==> src/rtl/sm4t_pkg.sv <==
package sm4t_pkg;

   localparam int unsigned SM4T_BYTE_W = 8;
   localparam int unsigned SM4T_LANES  = 4;
   localparam int unsigned SM4T_WORD_W = SM4T_BYTE_W * SM4T_LANES;

   typedef enum logic {
      SM4T_OP_ROUND  = 1'b0,
      SM4T_OP_KEYEXP = 1'b1
   } sm4t_op_e;

   typedef logic [SM4T_WORD_W-1:0] sm4t_word_t;
   typedef logic [SM4T_BYTE_W-1:0] sm4t_byte_t;

   // rotation taps of the two diffusion layers (bit 0 term is implicit)
   localparam int unsigned SM4T_ROUND_NTAP = 4;
   localparam int unsigned SM4T_KEY_NTAP   = 2;
   localparam int unsigned SM4T_ROUND_TAPS [SM4T_ROUND_NTAP] = '{2, 10, 18, 24};
   localparam int unsigned SM4T_KEY_TAPS   [SM4T_KEY_NTAP]   = '{13, 23};

   // field and affine constants of the substitution box
   localparam logic [7:0] SM4T_GF_REDUCE = 8'hF5;  // x^8 = x^7+x^6+x^5+x^4+x^2+1
   localparam logic [7:0] SM4T_AFF_ROW   = 8'hA7;  // circulant row seed
   localparam logic [7:0] SM4T_AFF_CONST = 8'hD3;

endpackage

==> src/rtl/sm4t_lane_pick.sv <==
module sm4t_lane_pick #(
   parameter int unsigned LANES  = 4,
   parameter int unsigned BYTE_W = 8,
   parameter int unsigned SEL_W  = 5
) (
   input  logic [LANES*BYTE_W-1:0] src_word,
   input  logic [SEL_W-1:0]        sel,
   output logic [BYTE_W-1:0]       lane_byte
);

   localparam int unsigned IDX_W = (LANES > 1) ? $clog2(LANES) : 1;

   logic [BYTE_W-1:0] lanes [LANES];
   logic [IDX_W-1:0]  idx;

   generate
      for (genvar g = 0; g < LANES; g++) begin : g_lane
         assign lanes[g] = src_word[g*BYTE_W +: BYTE_W];
      end

      if (SEL_W > IDX_W) begin : g_sel_trim
         logic unused_sel_hi;
         assign unused_sel_hi = ^sel[SEL_W-1:IDX_W];
         assign idx = sel[IDX_W-1:0];
      end else begin : g_sel_exact
         assign idx = sel;
      end
   endgenerate

   assign lane_byte = lanes[idx];

endmodule

==> src/rtl/sm4t_sbox.sv <==
module sm4t_sbox
   import sm4t_pkg::*;
#(
   parameter logic [7:0] REDUCE    = SM4T_GF_REDUCE,
   parameter logic [7:0] ROW_SEED  = SM4T_AFF_ROW,
   parameter logic [7:0] AFF_CONST = SM4T_AFF_CONST
) (
   input  logic [7:0] sb_in,
   output logic [7:0] sb_out
);

   function automatic logic [7:0] gf_mul(input logic [7:0] a, input logic [7:0] b);
      logic [7:0] acc;
      logic [7:0] sh;
      acc = '0;
      sh  = a;
      for (int i = 0; i < 8; i++) begin
         if (b[i]) acc = acc ^ sh;
         sh = sh[7] ? ((sh << 1) ^ REDUCE) : (sh << 1);
      end
      return acc;
   endfunction

   // x^254 by a fixed square-and-multiply chain; zero maps to zero
   function automatic logic [7:0] gf_inv(input logic [7:0] x);
      logic [7:0] pw;
      logic [7:0] prod;
      pw   = x;
      prod = 8'h01;
      for (int k = 1; k < 8; k++) begin
         pw   = gf_mul(pw, pw);
         prod = gf_mul(prod, pw);
      end
      return prod;
   endfunction

   function automatic logic [7:0] rot_seed(input int unsigned n);
      logic [15:0] dbl;
      dbl = {ROW_SEED, ROW_SEED} << n;
      return dbl[15:8];
   endfunction

   logic [7:0] pre_aff;
   logic [7:0] inv_val;
   logic [7:0] post_aff;

   generate
      for (genvar r = 0; r < 8; r++) begin : g_aff
         localparam logic [7:0] ROW_MASK = rot_seed(r);
         assign pre_aff[r]  = ^(sb_in   & ROW_MASK) ^ AFF_CONST[r];
         assign post_aff[r] = ^(inv_val & ROW_MASK) ^ AFF_CONST[r];
      end
   endgenerate

   assign inv_val = gf_inv(pre_aff);
   assign sb_out  = post_aff;

endmodule

==> src/rtl/sm4t_linear.sv <==
module sm4t_linear
   import sm4t_pkg::*;
#(
   parameter int unsigned WORD_W = SM4T_WORD_W,
   parameter int unsigned BYTE_W = SM4T_BYTE_W
) (
   input  logic [BYTE_W-1:0] sb_byte,
   input  logic              key_form,
   output logic [WORD_W-1:0] lin_word
);

   logic [WORD_W-1:0] wide;
   logic [WORD_W-1:0] racc [SM4T_ROUND_NTAP+1];
   logic [WORD_W-1:0] kacc [SM4T_KEY_NTAP+1];

   assign wide    = {{(WORD_W-BYTE_W){1'b0}}, sb_byte};
   assign racc[0] = wide;
   assign kacc[0] = wide;

   generate
      for (genvar g = 0; g < SM4T_ROUND_NTAP; g++) begin : g_round_tap
         localparam int unsigned SH = SM4T_ROUND_TAPS[g];
         assign racc[g+1] = racc[g] ^ ((wide << SH) | (wide >> (WORD_W - SH)));
      end
      for (genvar g = 0; g < SM4T_KEY_NTAP; g++) begin : g_key_tap
         localparam int unsigned SH = SM4T_KEY_TAPS[g];
         assign kacc[g+1] = kacc[g] ^ ((wide << SH) | (wide >> (WORD_W - SH)));
      end
   endgenerate

   assign lin_word = key_form ? kacc[SM4T_KEY_NTAP] : racc[SM4T_ROUND_NTAP];

endmodule

==> src/rtl/sm4t_lane_rot.sv <==
module sm4t_lane_rot #(
   parameter int unsigned LANES  = 4,
   parameter int unsigned BYTE_W = 8,
   parameter int unsigned SEL_W  = 5
) (
   input  logic [LANES*BYTE_W-1:0] in_word,
   input  logic [SEL_W-1:0]        sel,
   output logic [LANES*BYTE_W-1:0] out_word
);

   localparam int unsigned WORD_W = LANES * BYTE_W;
   localparam int unsigned IDX_W  = (LANES > 1) ? $clog2(LANES) : 1;

   logic [WORD_W-1:0] rots [LANES];
   logic [IDX_W-1:0]  idx;

   generate
      for (genvar g = 0; g < LANES; g++) begin : g_rot
         localparam int unsigned SH = g * BYTE_W;
         if (SH == 0) begin : g_none
            assign rots[g] = in_word;
         end else begin : g_shift
            assign rots[g] = (in_word << SH) | (in_word >> (WORD_W - SH));
         end
      end

      if (SEL_W > IDX_W) begin : g_sel_trim
         logic unused_rot_sel;
         assign unused_rot_sel = ^sel[SEL_W-1:IDX_W];
         assign idx = sel[IDX_W-1:0];
      end else begin : g_sel_exact
         assign idx = sel;
      end
   endgenerate

   assign out_word = rots[idx];

endmodule

==> src/rtl/sm4t_outstage.sv <==
module sm4t_outstage #(
   parameter int unsigned XLEN    = 64,
   parameter int unsigned WORD_W  = 32,
   parameter bit          OUT_REG = 1'b1
) (
   input  logic              clk,
   input  logic              rst_n,
   input  logic              in_valid,
   input  logic              in_xl64,
   input  logic [WORD_W-1:0] res_word,
   output logic              out_valid,
   output logic [XLEN-1:0]   out_result
);

   logic [XLEN-1:0] ext_word;

   generate
      if (XLEN > WORD_W) begin : g_wide
         logic fill;
         assign fill     = in_xl64 & res_word[WORD_W-1];
         assign ext_word = {{(XLEN-WORD_W){fill}}, res_word};
      end else begin : g_narrow
         logic unused_mode;
         assign unused_mode = in_xl64;
         assign ext_word    = res_word;
      end

      if (OUT_REG) begin : g_reg
         always_ff @(posedge clk or negedge rst_n) begin
            if (!rst_n) begin
               out_valid  <= 1'b0;
               out_result <= '0;
            end else begin
               out_valid <= in_valid;
               if (in_valid) out_result <= ext_word;
            end
         end
      end else begin : g_comb
         logic unused_clk;
         assign unused_clk = clk ^ rst_n;
         assign out_valid  = in_valid;
         assign out_result = ext_word;
      end
   endgenerate

endmodule

==> src/rtl/sm4t_unit.sv <==
module sm4t_unit
   import sm4t_pkg::*;
#(
   parameter int unsigned XLEN    = 64,
   parameter int unsigned BSEL_W  = 5,
   parameter bit          OUT_REG = 1'b1
) (
   input  logic              clk,
   input  logic              rst_n,
   input  logic              in_valid,
   input  logic              in_op,
   input  logic              in_xl64,
   input  logic [BSEL_W-1:0] in_bsel,
   input  logic [XLEN-1:0]   in_rs1,
   input  logic [XLEN-1:0]   in_rs2,
   output logic              out_valid,
   output logic [XLEN-1:0]   out_result
);

   localparam int unsigned WORD_W = SM4T_WORD_W;

   generate
      if (XLEN != 32 && XLEN != 64) begin : g_bad_xlen
         $error("sm4t_unit: XLEN must be 32 or 64");
      end
      if (BSEL_W < 2) begin : g_bad_bsel
         $error("sm4t_unit: BSEL_W must be at least 2");
      end
   endgenerate

   sm4t_word_t a_word;
   sm4t_word_t x_word;
   sm4t_byte_t pick_byte;
   sm4t_byte_t sub_byte;
   sm4t_word_t lin_word;
   sm4t_word_t placed_word;
   sm4t_word_t res_word;
   sm4t_op_e   op_kind;

   assign op_kind = sm4t_op_e'(in_op);
   assign a_word  = in_rs2[WORD_W-1:0];
   assign x_word  = in_rs1[WORD_W-1:0];

   generate
      if (XLEN > WORD_W) begin : g_hi_drop
         logic unused_hi;
         assign unused_hi = ^{in_rs1[XLEN-1:WORD_W], in_rs2[XLEN-1:WORD_W]};
      end
   endgenerate

   sm4t_lane_pick #(
      .LANES (SM4T_LANES),
      .BYTE_W(SM4T_BYTE_W),
      .SEL_W (BSEL_W)
   ) u_pick (
      .src_word (a_word),
      .sel      (in_bsel),
      .lane_byte(pick_byte)
   );

   sm4t_sbox u_sbox (
      .sb_in (pick_byte),
      .sb_out(sub_byte)
   );

   sm4t_linear #(
      .WORD_W(WORD_W),
      .BYTE_W(SM4T_BYTE_W)
   ) u_lin (
      .sb_byte (sub_byte),
      .key_form(op_kind == SM4T_OP_KEYEXP),
      .lin_word(lin_word)
   );

   sm4t_lane_rot #(
      .LANES (SM4T_LANES),
      .BYTE_W(SM4T_BYTE_W),
      .SEL_W (BSEL_W)
   ) u_rot (
      .in_word (lin_word),
      .sel     (in_bsel),
      .out_word(placed_word)
   );

   assign res_word = placed_word ^ x_word;

   sm4t_outstage #(
      .XLEN   (XLEN),
      .WORD_W (WORD_W),
      .OUT_REG(OUT_REG)
   ) u_out (
      .clk       (clk),
      .rst_n     (rst_n),
      .in_valid  (in_valid),
      .in_xl64   (in_xl64),
      .res_word  (res_word),
      .out_valid (out_valid),
      .out_result(out_result)
   );

endmodule

==> config.mk <==
export PLATFORM = sky130hd
export DESIGN_NAME = sm4t_unit
export DESIGN_NICKNAME = d
export VERILOG_FILES = /design/src/rtl/sm4t_pkg.sv /design/src/rtl/sm4t_lane_pick.sv /design/src/rtl/sm4t_sbox.sv /design/src/rtl/sm4t_linear.sv /design/src/rtl/sm4t_lane_rot.sv /design/src/rtl/sm4t_outstage.sv /design/src/rtl/sm4t_unit.sv
export SDC_FILE = /design/constraint.sdc
export NUM_CORES = 1
export LEC_CHECK = 0
export BUFFER_PORTS_ARGS = -buffer_cell sky130_fd_sc_hd__buf_2
export CORE_MARGIN = 2
export CORE_UTILIZATION = 30
export DETAILED_ROUTE_END_ITERATION = 12
export PLACE_DENSITY_LB_ADDON = 0.3
export SYNTH_ARGS = -nofsm -noshare
export SYNTH_HDL_FRONTEND = slang
export SYNTH_HIERARCHICAL = 1
export SYNTH_SLANG_ARGS = --single-unit
export TNS_END_PERCENT = 30
==> constraint.sdc <==
create_clock -name clk -period 1.3 [get_ports clk]
set_input_delay 0.195 -clock clk [delete_from_list [all_inputs] [get_ports clk]]
set_output_delay 0.195 -clock clk [all_outputs]
set_load 0.1 [all_outputs]
==> results.ini <==
[logic_synthesis]
syn-cell-area_um2 = 20600
yosys-top-cells-area = xnor2_1, xor2_1, xnor3_1
synth.avg_cell_area_um2 = 8.062
yosys_warnings = 6
synth_edf_count = 0
ys.flop_type = dfrtp_1
synthesis.nets = 2699
ys_ff_latch = 34
seq_area_frac_synth_pct = 4.130
ys_types = 107
synthCells = 2555
yosys.area.top_type = xnor2_1
postSynth.asyncResetShare_pct = 100.0
synth_top_area_share_pct = 21.68

[run_status]
violations = negative setup slack
status = complete, but fails checks

[global_route]
grt_pass1_vias = 20618
grt-ovfl-total = 0
grt_pass1_wl_mm = 116.1
grt_util_all_layers_pct = 20.12
grt_max_degree = 35
antenna_found_initial = 0

[floorplan]
core_area_um2 = 68230
die_h_um = 266.0
fp-row-count = 96
io_pins = 203
die_w_um = 266.0
initial_utilization_pct = 30.19
design.die.area_um2 = 70770

[timing]
finalMaxSlewViolations = 0
max_freq_ghz = 0.05801
setup_viol = 65
min_period_over_period_pct = 1326
hold_violations = 0
fin_worst_skew_ns = 0
rsz0062_at_grt = yes
worst_slew_pin_slew_ns = 0.8108
slew_headroom_pct = 45.56
setup_ws_ns = -15.94
fin_crit_ns = 17.24

[clocking]
root_buffer = clkbuf_16
h-tree-depth = 2
clk_latency_ns = 0.28
cts_buffers = 5
clkSinkCount = 34
cts_tree = yes
clockBufferDepth = 2
clk_pin_slew_ns = 0.05

[final_layout]
fillCellCount = 6603
fin_nets = 3494
diodes = 0
final_cell_mix = buf_4, xnor2_1, nor2_1, nand2_1, xor2_1
drive_above_1_share_pct = 41.53
multiInputGateArea_um2 = 20160
layout_commonest_cell = buf_4
seqCellArea_um2 = 850.8
syn_to_final_growth_pct = 48.51
stdcell_count = 4231

[route]
drc_errors = 0
via_count = 21576
first_iter_violations = 1474
drt.antenna.violating_nets = 0
routed_via_density = 5.100
first_pass_iters = 7
wire_per_inst_um = 17.40
wirelength_mm = 73.63

[placed_design]
portBuffers = 135
hpwl_mm = 57.25
place_inst = 4134
place_congestion = 0.8888

[critical_path]
worstPathArrival_ns = 17.40
cpMostUsedCell = mux4_2
critPathMaxFanout = 7
end_kind = flip-flop
start_kind = primary input
cpMaxStageDelayCell = mux4_2
path_class = in -> reg
crit_required_ns = 1.46
max_stage_delay_ns = 0.60

[hold_path]
hold_path.class = in -> reg

[job]
maxCapViolCount = 0

-- critical path, delay by kind of cell --
family	cells	cell delay [ns]
and+or+nand+nor	13	1.82
buffers and inverters	16	1.94
adders and majority gates	5	1.01
xor gates and xnor gates	15	2.80
muxes	8	3.77
AOI/OAI and AO/OA	26	5.84
-- registers in the layout (all words and copies together), names as in the netlist --
| signal | flops |
|---|---|
| u_out/out_result | 33 |
| u_out/out_valid | 1 |
-- through the flow --
step	setup slack [ns]	area (µm²)	TNS (ns)	util (%)	hold slack, ns
after floorplan	-16.93	20990	-579.02	-	-0.1006
after global placement	-16.14	28430	-530.82	41.67	0.2512
after detailed placement	-16.44	28430	-539.86	41.67	0.2547
after CTS	-15.76	29920	-521.06	43.86	0.1550
after global routing	-16.62	30590	-551.31	44.84	0.1620
final	-15.94	30590	-526.97	44.84	0.1619
-- routing by layer --
metal | vias up | share of wire, % | GRT usage (%)
li1 | 10488 | - | -
met3 | 99 | 5.1 | 1.312
met1 | 10275 | 47 | 28.90
met4 | 0 | 2.0 | 3.993
met5 | - | 0 | 0
met2 | 714 | 46 | 33.21
-- synth_stat cells (all sizes together) (42+ instances only) --
cell type / instances
nand2: 228
mux4: 47
xnor3: 72
nor3: 59
a21oi: 145
clkbuf: 98
xnor2: 552
o21ai: 128
nor2: 286
o22ai: 42
nand3: 54
buf: 108
mux2i: 59
xor2: 188
-- final timing paths --
check                           cells past startpoint              endpoint  slack [ns]                  from
worst min register to register                      1   u_out/out_result[7]        0.50   u_out/out_result[7]
worst min-delay path                                1       u_out/out_valid        0.16              in_valid
worst max register to register                      1  u_out/out_result[12]        0.41  u_out/out_result[12]
max in group asynchronous                           3       u_out/out_valid        0.49                 rst_n
worst max-delay path                               83  u_out/out_result[13]      -15.94            in_bsel[0]
min in group asynchronous                           3   u_out/out_result[5]        0.49                 rst_n
-- final cells by class --
| class | count | share of cell area [%] |
|---|---|---|
| clock buffers | 6 | 0.4540 |
| repair buffers | 993 | 26.71 |
| multi-input cells | 2273 | 65.90 |
| flip-flops and latches | 34 | 2.781 |
| inverters | 43 | 0.5521 |
| well taps | 882 | 3.607 |
-- logic make-up (layout without fill, tap and decap cells) --
kind of cell / Yosys count / in the layout / synth area share, %
multiplexers: 143 / 143 / 10.65
adder cells (fa/ha/maj): 8 / 8 / 0.4616
flip-flops: 34 / 34 / 4.130
buffers and inverters: 249 / 1042 / 6.250
AND/OR/NAND/NOR: 731 / 731 / 15.68
AO/OA/AOI/OAI: 554 / 554 / 18.08
XOR/XNOR: 836 / 837 / 44.75
-- repair_timing --
item / CTS / global route
hold endpoints to repair: 34 / 0
pin swaps: 67 / 65
endpoints found under the setup margin: 66 / 70
setup buffers: 60 / 29
resized for setup: 152 / 82
cloned: 1 / 1
hold buffers: 1 / 0
Power is left out: the tool's default activity adds up to more than one toggle a clock period on the data nets, which glitch-free logic cannot reach.
